### config.mk
export PLATFORM = sky130hd
export DESIGN_NAME = serial_frame_tx
export DESIGN_NICKNAME = d
export VERILOG_FILES = /design/src/rtl/serial_frame_tx_pkg.sv /design/src/rtl/tx_baud_gen.sv /design/src/rtl/tx_hold_reg.sv /design/src/rtl/tx_shift_fsm.sv /design/src/rtl/serial_frame_tx.sv
export SDC_FILE = /design/constraint.sdc
export NUM_CORES = 1
export LEC_CHECK = 0
export BUFFER_PORTS_ARGS = -buffer_cell sky130_fd_sc_hd__buf_4
export CORE_MARGIN = 2
export CORE_UTILIZATION = 40
export CTS_CLUSTER_SIZE = 8
export DETAILED_ROUTE_END_ITERATION = 6
export SYNTH_ARGS = -nofsm -noshare
export SYNTH_HDL_FRONTEND = slang
export SYNTH_SLANG_ARGS = --single-unit
### constraint.sdc
create_clock -name clk_i -period 2.8 [get_ports clk_i]
set_input_delay 0.28 -clock clk_i [delete_from_list [all_inputs] [get_ports clk_i]]
set_output_delay 0.28 -clock clk_i [all_outputs]
set_load 0.005 [all_outputs]
### src/rtl/serial_frame_tx_pkg.sv
package serial_frame_tx_pkg;
   typedef enum logic [1:0] {
      TX_IDLE  = 2'd0,
      TX_START = 2'd1,
      TX_DATA  = 2'd2
   } tx_state_e;
endpackage

### src/rtl/tx_baud_gen.sv
module tx_baud_gen #(
   parameter int DIV_W = 15
) (
   input  logic             clk_i,
   input  logic             rst_ni,
   input  logic             restart_i,
   input  logic [DIV_W-1:0] div_i,
   output logic             tick_o
);
   logic [DIV_W-1:0] cnt_q;
   logic             at_zero;

   assign at_zero = (cnt_q == '0);
   assign tick_o  = at_zero && !restart_i;

   always_ff @(posedge clk_i) begin
      if (!rst_ni) begin
         cnt_q <= '0;
      end else if (restart_i || at_zero) begin
         cnt_q <= div_i;
      end else begin
         cnt_q <= cnt_q - 1'b1;
      end
   end
endmodule

### src/rtl/tx_hold_reg.sv
module tx_hold_reg #(
   parameter int WORD_W = 16
) (
   input  logic              clk_i,
   input  logic              rst_ni,
   input  logic              wr_en_i,
   input  logic [WORD_W-1:0] wr_data_i,
   input  logic              take_i,
   output logic [WORD_W-1:0] data_o,
   output logic              full_o
);
   logic [WORD_W-1:0] data_q;
   logic              full_q;

   always_ff @(posedge clk_i) begin
      if (!rst_ni) begin
         data_q <= '0;
         full_q <= 1'b0;
      end else begin
         if (wr_en_i) begin
            data_q <= wr_data_i;
         end
         // a write in the same cycle as a take keeps the buffer full
         if (wr_en_i) begin
            full_q <= 1'b1;
         end else if (take_i) begin
            full_q <= 1'b0;
         end
      end
   end

   assign data_o = data_q;
   assign full_o = full_q;
endmodule

### src/rtl/tx_shift_fsm.sv
module tx_shift_fsm
   import serial_frame_tx_pkg::*;
#(
   parameter int WORD_W = 16
) (
   input  logic              clk_i,
   input  logic              rst_ni,
   input  logic              tick_i,
   input  logic              avail_i,
   input  logic [WORD_W-1:0] load_data_i,
   output logic              take_o,
   output logic              restart_o,
   output logic              line_o,
   output logic              active_o
);
   tx_state_e         state_q;
   logic [WORD_W-1:0] sh_q;
   logic [WORD_W-1:0] sh_next;
   logic              frame_end;

   assign sh_next   = sh_q >> 1;
   assign frame_end = tick_i &&
                      (((state_q == TX_START) && (sh_q == '0)) ||
                       ((state_q == TX_DATA)  && (sh_next == '0)));
   assign take_o    = avail_i && ((state_q == TX_IDLE) || frame_end);
   assign restart_o = (state_q == TX_IDLE);
   assign active_o  = (state_q != TX_IDLE);

   always_ff @(posedge clk_i) begin
      if (!rst_ni) begin
         state_q <= TX_IDLE;
         sh_q    <= '0;
      end else if (take_o) begin
         state_q <= TX_START;
         sh_q    <= load_data_i;
      end else if (frame_end) begin
         state_q <= TX_IDLE;
         sh_q    <= '0;
      end else if (tick_i) begin
         if (state_q == TX_START) begin
            state_q <= TX_DATA;
         end else if (state_q == TX_DATA) begin
            sh_q <= sh_next;
         end
      end
   end

   always_comb begin
      unique case (state_q)
         TX_START: line_o = 1'b0;
         TX_DATA:  line_o = sh_q[0];
         default:  line_o = 1'b1;
      endcase
   end
endmodule

### src/rtl/serial_frame_tx.sv
module serial_frame_tx #(
   parameter int WORD_W  = 16,
   parameter int DIV_W   = 15,
   parameter bit OUT_REG = 1'b0
) (
   input  logic              clk_i,
   input  logic              rst_ni,
   input  logic              wr_en_i,
   input  logic [WORD_W-1:0] wr_data_i,
   input  logic [DIV_W-1:0]  baud_div_i,
   input  logic              brk_i,
   output logic              txd_o,
   output logic              buf_empty_o
);
   if (WORD_W < 2) begin : g_bad_word
      $error("serial_frame_tx: WORD_W must be at least 2");
   end
   if (DIV_W < 1) begin : g_bad_div
      $error("serial_frame_tx: DIV_W must be at least 1");
   end

   logic              tick;
   logic              restart;
   logic              take;
   logic              hold_full;
   logic [WORD_W-1:0] hold_data;
   logic              line;
   logic              frame_active;
   logic              line_gated;

   tx_baud_gen #(.DIV_W(DIV_W)) baud_i (
      .clk_i     (clk_i),
      .rst_ni    (rst_ni),
      .restart_i (restart),
      .div_i     (baud_div_i),
      .tick_o    (tick)
   );

   tx_hold_reg #(.WORD_W(WORD_W)) hold_i (
      .clk_i     (clk_i),
      .rst_ni    (rst_ni),
      .wr_en_i   (wr_en_i),
      .wr_data_i (wr_data_i),
      .take_i    (take),
      .data_o    (hold_data),
      .full_o    (hold_full)
   );

   tx_shift_fsm #(.WORD_W(WORD_W)) fsm_i (
      .clk_i       (clk_i),
      .rst_ni      (rst_ni),
      .tick_i      (tick),
      .avail_i     (hold_full),
      .load_data_i (hold_data),
      .take_o      (take),
      .restart_o   (restart),
      .line_o      (line),
      .active_o    (frame_active)
   );

   assign line_gated  = line && !brk_i;
   assign buf_empty_o = !hold_full;

   if (OUT_REG) begin : g_out_reg
      logic txd_q;
      always_ff @(posedge clk_i) begin
         if (!rst_ni) begin
            txd_q <= 1'b1;
         end else begin
            txd_q <= line_gated;
         end
      end
      assign txd_o = txd_q;
   end else begin : g_out_comb
      assign txd_o = line_gated;
   end
endmodule

== Word-level counts from Yosys, hierarchy flattened ==
Index checks and enable logic that the tools add are counted.
W data, S select, Z words.

* Output and inout port bits: 2
* Register bits: 50
* Bits of input ports: 35
* Logic and storage cells: 48

* Add/sub/neg operators: 1
* Equal/unequal tests: 3
* Bitwise gates (word level): 1
* Multiplexer cells: 13
* Reduce and logical (&&, ||, !) cells: 24

{| class="wikitable"
|+ Operators by type and width
! kind !! count
|-
| $mux W16 || 5
|-
| $logic_not A16 Y1 || 2
|-
| $logic_not A15 Y1 || 1
|-
| $mux W15 || 1
|-
| $sub A15 B1 Y15 const B || 1
|-
| $reduce_bool A3 Y1 || 3
|-
| $logic_and A1 B1 Y1 || 6
|-
| $mux W1 || 6
|-
| $reduce_and A2 Y1 || 2
|-
| $logic_not A1 Y1 || 3
|-
| $logic_or A1 B1 Y1 || 3
|-
| $ne A3 B1 Y1 const B || 1
|-
| $reduce_and A3 Y1 || 1
|-
| $reduce_or A3 Y1 || 1
|-
| $eq A2 B1 Y1 const B || 1
|-
| $eq A2 B2 Y1 const B || 1
|-
| $logic_not A2 Y1 || 1
|-
| $pmux W1 S2 || 1
|-
| $reduce_bool A2 Y1 || 1
|-
| $not A1 Y1 || 1
|}

== Longest topological paths before layout ==
Gate-level depths: netlist (run 1).

* Depth in word-level cells: 8
* Depth in mapped cells: 8
* Gate-level depth less buffers: 6

== Cells and area by module ==
A second synthesis (run 1) with hierarchy kept.

* Cell total of the unflattened synthesis: 270
* Area, all modules: 2562.5 um2

{| class="wikitable"
|+ Modules (own cells, without submodules)
! module !! sequential area each (um2) !! cells each !! times used !! area each (um2)
|-
| tx_shift_fsm || 360.3 || 116 || 1 || 952.2
|-
| tx_baud_gen || 300.3 || 98 || 1 || 943.4
|-
| tx_hold_reg || 340.3 || 54 || 1 || 649.4
|-
| serial_frame_tx || 0.0 || 2 || 1 || 17.5
|}

== Worst setup path after synthesis (run 1) ==
OpenSTA, ideal clock, no wires.

* Path kind: register to register
* From: register baud_i.cnt_q[9]
* To: register fsm_i.sh_q[10]
* Cell stages (with the launch flop): 8
* Required time: 2.709 ns
* Path slack: 0.695 ns
* Path buffers: 2
* Period minus slack after synthesis: 2.105 ns
* Arrival: 2.015 ns
* Setup time: 0.091 ns
* Path through: dfxtp_1 > or4_4 > or4_4 > buf_6 > nor2_8 > buf_6 > nand4_1 > a311oi_1

* Word-level cells in the longest chain between the ends: 7
* Elaborated cells on any way between the ends: 11
* Those cells by class: eq/ne (1); mux (2); reduce/logical (8)

{| class="wikitable"
|+ RTL lines
! element !! RTL line !! text
|-
| start: declaration || tx_baud_gen.sv:10 || <nowiki>logic [DIV_W-1:0] cnt_q;</nowiki>
|-
| start signal: assignment || tx_baud_gen.sv:20 || <nowiki>cnt_q <= div_i;</nowiki>
|-
| start signal: assignment || tx_baud_gen.sv:22 || <nowiki>cnt_q <= cnt_q - 1'b1;</nowiki>
|-
| $logic_not A15 Y1 * || tx_baud_gen.sv:13 || <nowiki>assign at_zero = (cnt_q == '0);</nowiki>
|-
| $logic_and A1 B1 Y1 * || tx_baud_gen.sv:14 || <nowiki>assign tick_o = at_zero && !restart_i;</nowiki>
|-
| $logic_and A1 B1 Y1 || tx_shift_fsm.sv:22 || <nowiki>assign frame_end = tick_i &&</nowiki>
|-
| $logic_or A1 B1 Y1 || tx_shift_fsm.sv:25 || <nowiki>assign take_o = avail_i && ((state_q == TX_IDLE) || frame_end);</nowiki>
|-
| $logic_and A1 B1 Y1 || tx_shift_fsm.sv:25 ||
|-
| $ne A3 B1 Y1 (no line) or $reduce_bool A3 Y1 (tied branches) || - ||
|-
| $reduce_and A3 Y1 (no line) || - ||
|-
| end signal: assignment || tx_shift_fsm.sv:35 || <nowiki>sh_q <= load_data_i;</nowiki>
|-
| end signal: assignment || tx_shift_fsm.sv:43 || <nowiki>sh_q <= sh_next;</nowiki>
|-
| end: declaration || tx_shift_fsm.sv:17 || <nowiki>logic [WORD_W-1:0] sh_q;</nowiki>
|}

Mark *: on every way between the ends. The rest lies on a longest branch, timed or not.
A chain may end at the register's enable or synchronous reset.

== Worst setup path after layout (run 1) ==
* From: register baud_i.cnt_q[9]
* To: register fsm_i.sh_q[12]

The elaborated chain is that of the path after synthesis.

==> implementation parameters, run 1 <==
Parameter                              Value

Run status
  Outcome    finished, final reports clean

Clocking
  Clock transition at path regs    approximately 0.11 ns
  Max Root-Sink Buffers    2
  # H-tree levels    2
  Clock latency reported for the late side of the worst-skew pair    0.32 ns
  Buffers inserted by post-CTS timing repair    0
  Number of buffers added by the clock tree synthesis step    5
  CTS Sinks    50
  Number of gates given a new drive strength after cts    0
  Root Buffer Master    clkbuf_8
  TritonCTS clock tree    built
  Hold buffer count at CTS    0

Pwr
  Worst vdd ir    approximately 0.00031 V
  Static power due to leakage    1.12 nW
  Power per Cell Area    557 nW/um^2

Floorplan
  Ports    37
  Die boundary width    81.9 um
  Die Ht    81.9 um
  Initial Utilization    roughly two fifths
  Cell Rows    28
  Placeable Area    5890 sq um
  Total die area    6710 sq um

Route
  Remaining DRCs    0
  Wirelength per Cell    15.2 um
  Via count    2,090
  1st-iter DRT viols    113
  WL final    about 5600 um
  Vias per inst    ~5.7
  Count of antenna-violating nets left after detailed routing    0
  Detailed-routing iteration count for the pre-antenna-repair pass    4

Cells and area
  Final core utilization    between 40% and 50%
  Synthesis-to-layout area growth    17.9%
  Filler cell count in the final layout    602
  Antenna diode instance count    0
  Final Instance Area    2860 sq um
  Final-stage net count    roughly 330
  Fraction of layout cells with a size suffix above 1    20.8%
  Final Non-Filler Cells    368

Timing
  Setup repair after global routing missed its margin    false
  Crit share post-route    ~81%
  Setup tns final    0 ns
  Number of pins exceeding their max-slew limit in the final report    0
  Clk_skew    0.0124 ns
  Tmin final    2.27 ns
  Tightest slew margin relative to the limit    about 61%
  Worst-margin pin slew    0.578 ns
  Final hold violation count    0
  Fmax    around 0.44 GHz
  Final Setup Violations    0

Logic synthesis
  Top cell type by total area after synthesis    dfxtp_1
  Summed instance area of the synthesized netlist    roughly 2400 sq um
  Warnings, synthesis    0
  Gate count of the mapped netlist    ~260
  Fraction of synthesized cell area taken by the top area cell type    between 40% and 50%
  Sequential share of the synthesized area    41.2%
  Avg Cell Area, Syn    9.27 sq um
  Top area cells in the synthesized netlist    dfxtp_1 (41%), mux2i_1 (13%), a211oi_1 (6.5%), a311oi_1 (6.1%), nor2_1 (5.3%)
  Post-synthesis net count    between 200 and 300
  Count of cell types in the netlist    35
  Synth Register Bits    50

GRT
  Via count of the first global-routing pass    ~2,000
  Overall global routing resource usage    18.5%
  Largest net degree at the start of global routing    27
  First-pass GRT wire length    just under 10,000 um
  Antenna violations before repair    0
  Remaining global-route overflow    0

Worst setup path
  Slowest cell on the critical path    or4_4
  Largest fanout of any net on the critical path    17
  Buffering stage count on the worst path with inverters included    0
  Critical path launch point type    flop
  Type of the setup path with the least slack    flop to flop
  Worst reg2reg startpoint    baud_i.cnt_q[9]
  Critical path, cell by cell    or4_4 -> or4_4 -> nor2_8 -> nand4_1 -> a311oi_1
  Number of cell instances on the worst register-to-register path    5
  Most frequent cell on the critical path    or4_4
  Data required, critical path    3.01 ns
  Maximum cell stage delay along the critical path    roughly 0.57 ns
  Largest delay share family, worst path    simple AND/OR/NAND/NOR gates
  Capture point of the worst reg-to-reg path    fsm_i.sh_q[12]
  Data arrival time of the critical path    between 2 and 2.5 ns
  Flop2flop setup slack    about 0.53 ns
  Critical Path End Type    flop

Place
  Gp weighted congestion    0.750
  Total half-perimeter wirelength after legalization and detailed placement    3720 um
  Cell count after placement    360
  Area post-placement    ~2800 sq um
  PortBufs    36

Worst hold path
  Launch point of the worst hold path    wr_data_i[3]
  Type of the worst min-delay path    input pin to flop
  Cells on Worst Hold Path    3
  Worst hold endpoint    hold_i.data_o[3]

Job
  Number of max-cap violations    0
==> synth_stat cells (all sizes together) <==
master / n
nand2: 4
ha: 1
buf: 9
o211a: 1
a41o: 1
a22o: 1
clkinv: 1
nand4: 16
nor2: 35
nor4: 7
dfxtp: 50
o22ai: 2
nand3: 4
nand2b: 1
and3: 2
xnor2: 8
a21o: 1
a21oi: 8
xor2: 2
nor2b: 1
a2bb2oi: 1
o31ai: 2
a311oi: 17
nor3: 6
a211oi: 21
clkbuf: 14
mux2i: 32
or4: 2
o21ai: 7
inv: 4
o311ai: 1
==> cells in the final DEF, fill, tap and decap left out, drive strengths merged, types with 2 or more instances in the layout <==
| cell type | count |
|---|---|
| xnor2 | 8 |
| a211oi | 21 |
| or4 | 2 |
| xor2 | 2 |
| and3 | 2 |
| nand3 | 4 |
| o21ai | 7 |
| nor4 | 7 |
| buf | 46 |
| inv | 6 |
| nor2 | 35 |
| clkinv | 2 |
| o31ai | 2 |
| a311oi | 17 |
| nand4 | 16 |
| nand2 | 4 |
| a21oi | 8 |
| clkbuf | 5 |
| mux2i | 32 |
| nor3 | 6 |
| dfxtp | 50 |
| o22ai | 2 |
==> final cells by class <==
class | count | area [sq um] | area share (%)
clock inverter | 3 | 28.8 | 1.01
clock buffer | 5 | 68.8 | 2.40
timing repair buffer | 46 | 345 | 12.1
sequential | 50 | 1000 | 35.0
inverter | 5 | 18.8 | 0.656
tap | 75 | 93.8 | 3.28
multi-input combinational | 184 | 1310 | 45.6
==> power by group <==
part | switching [mW] | internal [mW]
Combinational | 0.165 | 0.150
Sequential | 0.0503 | 0.769
Clock | 0.271 | 0.187
Total | 0.487 | 1.11
==> worst max path at each step <==
stage	startpoint	endpoint	slack (ns)	cells past startpoint
finish	baud_i.cnt_q[9]	fsm_i.sh_q[12]	0.53	5
global route	baud_i.cnt_q[9]	fsm_i.sh_q[10]	0.40	5
CTS	baud_i.cnt_q[9]	fsm_i.sh_q[12]	0.52	5
detailed placement	baud_i.cnt_q[9]	fsm_i.sh_q[12]	0.55	5
global placement	baud_i.cnt_q[9]	fsm_i.sh_q[11]	0.62	5
floorplan	baud_i.cnt_q[9]	fsm_i.sh_q[10]	0.69	7
==> worst register-to-register path, stage by stage, from the launching register on <==
cell and delay, ns:
dfxtp_1 0.33, or4_4 0.57, or4_4 0.51, nor2_8 0.29, nand4_1 0.15, a311oi_1 0.31
==> sequential cells by signal, summed over array words and instances, names as in the netlist <==
signal and count:
fsm_i.state_q 2, baud_i.cnt_q 15, hold_i.data_o 16, hold_i.full_o 1, fsm_i.sh_q 16
==> kinds of logic (layout without fill, tap and decap cells) <==
| group | Yosys count | in the layout | share of synthesized area (%) |
|---|---|---|---|
| adder cells (fa/ha/maj) | 1 | 1 | 0.515 |
| XOR/XNOR | 10 | 10 | 3.61 |
| multiplexers | 32 | 32 | 13.2 |
| AO/OA/AOI/OAI | 63 | 63 | 19.1 |
| buffers and inverters | 28 | 59 | 5.31 |
| AND/OR/NAND/NOR | 78 | 78 | 17.1 |
| flip-flops | 50 | 50 | 41.2 |
==> metal layers <==
| layer | global-route usage, % | share of wire, % |
|---|---|---|
| met3 | 3.74 | 3.5 |
| met1 | 25.5 | 50 |
| met5 | 0 | 0 |
| met2 | 28.8 | 45 |
| met4 | 6.17 | 1.2 |
==> metrics by stage <==
| stage | hold slack [ns] | power [mW] | setup slack (ns) |
|---|---|---|---|
| 6_report | 0.187 | 1.59 | 0.533 |
| 5_1_grt | 0.197 | 1.69 | 0.401 |
| 4_1_cts | 0.187 | 1.61 | 0.520 |
| 3_5_place_dp | 0.496 | 1.15 | 0.549 |
| 2_1_floorplan | 0.419 | 1.05 | 0.695 |
| 3_3_place_gp | 0.491 | 1.15 | 0.620 |
No activity file was read; power rests on OpenSTA's default activity.
==> run 2: changes to the inputs <==
- clock period: 2.8 -> 2.37 ns (I/O delays scaled with it)
==> implementation parameters, run 2 (synthesis gave the netlist of run 1 again) <==
Parameter                              Value

Worst setup path
  Data required, critical path    about 2.6 ns
  Critical path launch point type    flop
  Critical path, cell by cell    or4_4 -> nor4_2 -> and3_1 -> buf_4 -> a21o_1 -> buf_4 -> o22ai_1
  Data arrival time of the critical path    approximately 2.4 ns
  Largest fanout of any net on the critical path    9
  Buffering stage count on the worst path with inverters included    2
  Slowest cell on the critical path    or4_4
  Critical Path End Type    flop
  Largest delay share family, worst path    simple AND/OR/NAND/NOR gates
  Maximum cell stage delay along the critical path    0.58 ns
  Most frequent cell on the critical path    buf_4
  Type of the setup path with the least slack    flop to flop

Run status
  Outcome    finished, final reports clean

Timing
  Number of pins exceeding their max-slew limit in the final report    0
  Clk_skew    0.0118 ns
  Worst hold-check slack    0.155 ns
  Fmax    0.449 GHz
  Crit share post-route    94.0%
  Final Setup Violations    0
  Tmin final    around 2.2 ns
  Worst-margin pin slew    0.568 ns
  Setup repair after global routing missed its margin    false
  Tightest slew margin relative to the limit    62.0%
  Final hold violation count    0
  Setup tns final    0 ns

Cells and area
  Sequential standard cell area    1000 sq um
  Fraction of layout cells with a size suffix above 1    a little over a fifth
  Filler cell count in the final layout    595
  Final-stage net count    around 330
  Highest-count cells in the layout ignoring fill and taps    dfxtp_1 (50), buf_4 (46), nor2_1 (34)
  Antenna diode instance count    0
  Synthesis-to-layout area growth    19.4%
  Leading cell type in the layout, fill and taps excluded    dfxtp_1
  Area occupied by multi-input gates    approximately 1300 sq um

Clocking
  # H-tree levels    2
  Clock latency reported for the late side of the worst-skew pair    between 0.3 and 0.4 ns
  TritonCTS clock tree    built
  Clock transition at path regs    0.10 ns
  Number of buffers added by the clock tree synthesis step    5
  CTS Sinks    50
  Root Buffer Master    clkbuf_8
  Hold buffer count at CTS    0
  Max Root-Sink Buffers    2
  Buffers inserted by post-CTS timing repair    0
  Number of gates given a new drive strength after cts    0

GRT
  Antenna violations before repair    0
  Overall global routing resource usage    about 18%
  Largest net degree at the start of global routing    34
  Remaining global-route overflow    0
  First-pass GRT wire length    9320 um
  Via count of the first global-routing pass    roughly 1,900

Route
  Wirelength per Cell    around 15 um
  Count of antenna-violating nets left after detailed routing    0
  Via count    around 2,100
  Vias per inst    5.60
  Detailed-routing iteration count for the pre-antenna-repair pass    4
  1st-iter DRT viols    83
  Remaining DRCs    0
  WL final    5610 um

Pwr
  Power per Cell Area    671 nW/um^2
  Static power due to leakage    between 1 and 1.5 nW
  Worst vdd ir    0.000239 V
  Overall Power    1.95 mW

Floorplan
  Total die area    roughly 6700 sq um
  Die Ht    81.9 um
  Initial Utilization    between 40% and 50%
  Ports    37
  Placeable Area    approximately 5900 sq um
  Die boundary width    81.9 um
  Cell Rows    28

Place
  Gp weighted congestion    0.749
  Total half-perimeter wirelength after legalization and detailed placement    3710 um
  PortBufs    36

Worst hold path
  Type of the worst min-delay path    input pin to flop

Job
  Number of max-cap violations    0
==> run 2: cell count changes in the layout (fill, tap and decap cells not counted), sizes merged <==
cell | before | now
inv | 6 | 4
bufinv | 0 | 1
buf | 46 | 47
==> run 2: area by class of cell <==
type,instances,area share (%)
flip-flops and latches,50,34.5
repair buffers,47,12.6
clock inverters,2,1.34
clock buffers,5,2.37
multi-input cells,184,45.3
inverters,5,0.647
well taps,75,3.24
==> run 2: worst paths after layout <==
kind         depth (start not counted)  slack (ns)             from          endpoint
max                                  7        0.14  baud_i.cnt_q[9]    fsm_i.sh_q[15]
min                                  3        0.16     wr_data_i[9]  hold_i.data_o[9]
max reg2reg                          7        0.14  baud_i.cnt_q[9]    fsm_i.sh_q[15]
min reg2reg                          2        0.51  baud_i.cnt_q[5]   baud_i.cnt_q[5]
==> run 2: worst min-delay path, cell delays in order <==
cell	delay [ns]
buf_4	0.07
mux2i_1	0.05
nor2_1	0.07
==> run 2: metrics by stage <==
step / area [sq um] / utilization, % / worst slack, ns / cells
after CTS: 2890 / 49.1 / 0.146 / 368
after floorplan: 2430 / - / 0.265 / 262
after global routing: 2900 / 49.3 / 0.0151 / 368
final: 2900 / 49.3 / 0.142 / 368
after global placement: 2790 / 47.3 / 0.241 / 361
after detailed placement: 2790 / 47.3 / 0.184 / 361
==> run 2: report_power, final <==
part	leakage, nW	total [mW]	internal, mW	switching (mW)
Clock	0.0542	0.597	0.311	0.286
Combinational	0.663	0.381	0.182	0.199
Sequential	0.413	0.968	0.908	0.0599
Total	1.13	1.95	1.40	0.545
==> run 2: metal layers <==
layer	vias up	global-route usage, %	share of wire (%)
met2	31	27.2	44
met5	-	0	0
met4	0	5.50	1.3
li1	1055	-	-
met1	970	25.6	51
met3	5	3.41	3.2
==> run 3: changes to the inputs <==
- CORE_ASPECT_RATIO: default -> 1.75
==> implementation parameters, run 3 (synthesis gave the netlist of run 1 again) <==
Parameter                              Value

Clocking
  Clock latency reported for the late side of the worst-skew pair    0.31 ns
  Max Root-Sink Buffers    2
  TritonCTS clock tree    built
  Hold buffer count at CTS    0
  Number of gates given a new drive strength after cts    0
  Buffers inserted by post-CTS timing repair    0
  Number of buffers added by the clock tree synthesis step    5
  Root Buffer Master    clkbuf_8
  # H-tree levels    2
  CTS Sinks    50
  Clock transition at path regs    roughly 0.09 ns

GRT
  First-pass GRT wire length    9820 um
  Largest net degree at the start of global routing    between 40 and 50
  Via count of the first global-routing pass    2,077
  Overall global routing resource usage    18.3%
  Antenna violations before repair    0
  Remaining global-route overflow    0

Route
  1st-iter DRT viols    between 70 and 80
  Wirelength per Cell    15.2 um
  Count of antenna-violating nets left after detailed routing    0
  Detailed-routing iteration count for the pre-antenna-repair pass    4
  Vias per inst    between 5 and 6
  Via count    2,126
  WL final    approximately 5600 um
  Remaining DRCs    0

Timing
  Final Setup Violations    0
  Clk_skew    0.00402 ns
  Final hold violation count    0
  Crit share post-route    93.7%
  Tightest slew margin relative to the limit    62.5%
  Worst-margin pin slew    ~0.56 ns
  Setup repair after global routing missed its margin    false
  Setup tns final    0 ns
  Number of pins exceeding their max-slew limit in the final report    0
  Fmax    0.451 GHz
  Tmin final    2.22 ns

Cells and area
  Fraction of layout cells with a size suffix above 1    19.9%
  Highest-count cells in the layout ignoring fill and taps    dfxtp_1 (50), buf_4 (45), nor2_1 (34)
  Synthesis-to-layout area growth    18.0%
  Final-stage net count    around 330
  Leading cell type in the layout, fill and taps excluded    dfxtp_1
  Antenna diode instance count    0
  Final core utilization    48.7%

Worst setup path
  Largest delay share family, worst path    simple AND/OR/NAND/NOR gates
  Type of the setup path with the least slack    flop to flop
  Buffering stage count on the worst path with inverters included    1
  Maximum cell stage delay along the critical path    0.55 ns
  Data required, critical path    about 2.6 ns
  Flop2flop setup slack    0.15 ns
  Largest fanout of any net on the critical path    11
  Critical path launch point type    flop
  Capture point of the worst reg-to-reg path    fsm_i.sh_q[1]
  Slowest cell on the critical path    or4_4
  Data arrival time of the critical path    2.44 ns
  Critical path, cell by cell    or4_4 -> nor4_2 -> a41o_1 -> buf_4 -> a211oi_1 -> a311oi_1
  Number of cell instances on the worst register-to-register path    6
  Startpoint of the most critical setup path    baud_i.cnt_q[8]
  Worst reg2reg startpoint    baud_i.cnt_q[8]
  Critical Path End Type    flop

Place
  PortBufs    36
  Gp weighted congestion    0.807
  Total half-perimeter wirelength after legalization and detailed placement    around 3900 um

Worst hold path
  Type of the worst min-delay path    input pin to flop
  Worst hold endpoint    hold_i.data_o[1]
  Cells on Worst Hold Path    3
  Launch point of the worst hold path    wr_data_i[1]

Floorplan
  Initial Utilization    41.3%
  Die Ht    107 um
  Cell Rows    37
  Placeable Area    5880 sq um
  Total die area    6740 sq um
  Die boundary width    62.9 um
  Ports    37

Pwr
  Static power due to leakage    1.11 nW
  Worst vdd ir    between 0.0003 and 0.0004 V
  Power per Cell Area    638 nW/um^2

Run status
  Outcome    finished, final reports clean

Job
  Number of max-cap violations    0
[run 3: worst min-delay path, delay by kind of cell]
kind | cells | cell delay [ns]
buf+inv | 1 | 0.08
mux | 1 | 0.05
simple gates | 1 | 0.07
[run 3: area by class of cell]
cell class | count | area (sq um)
fillers | 609 | 3010
multi-input cells | 184 | 1310
flip-flops and latches | 50 | 1000
repair buffers | 46 | 358
well taps | 78 | 97.6
clock buffers | 7 | 76.3
inverters | 5 | 18.8
[run 3: metal layers]
layer / GRT usage [%] / share of wire (%) / up-vias
met1: 20.9 / 42 / 1015
li1: - / - / 1054
met2: 32.0 / 52 / 46
met5: 0 / 0 / -
met3: 3.78 / 3.4 / 11
met4: 8.57 / 2.3 / 0
[run 3: how the worst max path moves through the flow]
stage | endpoint | cells after the start
4_1_cts | fsm_i.sh_q[12] | 5
5_1_grt | fsm_i.sh_q[6] | 6
3_5_place_dp | fsm_i.sh_q[1] | 5
3_3_place_gp | fsm_i.sh_q[12] | 5
6_report | fsm_i.sh_q[1] | 6
2_1_floorplan | fsm_i.sh_q[10] | 7
[run 3: metrics by stage]
step | hold slack [ns] | cells | power (mW) | cell area, sq um | setup slack [ns]
finish | 0.155 | 370 | 1.83 | 2870 | 0.150
global route | 0.164 | 370 | 1.93 | 2870 | 0.00811
CTS | 0.155 | 370 | 1.84 | 2860 | 0.179
detailed placement | 0.481 | 363 | 1.36 | 2780 | 0.198
global placement | 0.469 | 363 | 1.36 | 2780 | 0.191
floorplan | 0.376 | 262 | 1.24 | 2430 | 0.265
[run 3: report_power, final]
group / switching [mW] / internal, mW
Sequential: 0.0620 / 0.908
Combinational: 0.194 / 0.182
Clock: 0.278 / 0.204
Total: 0.533 / 1.29
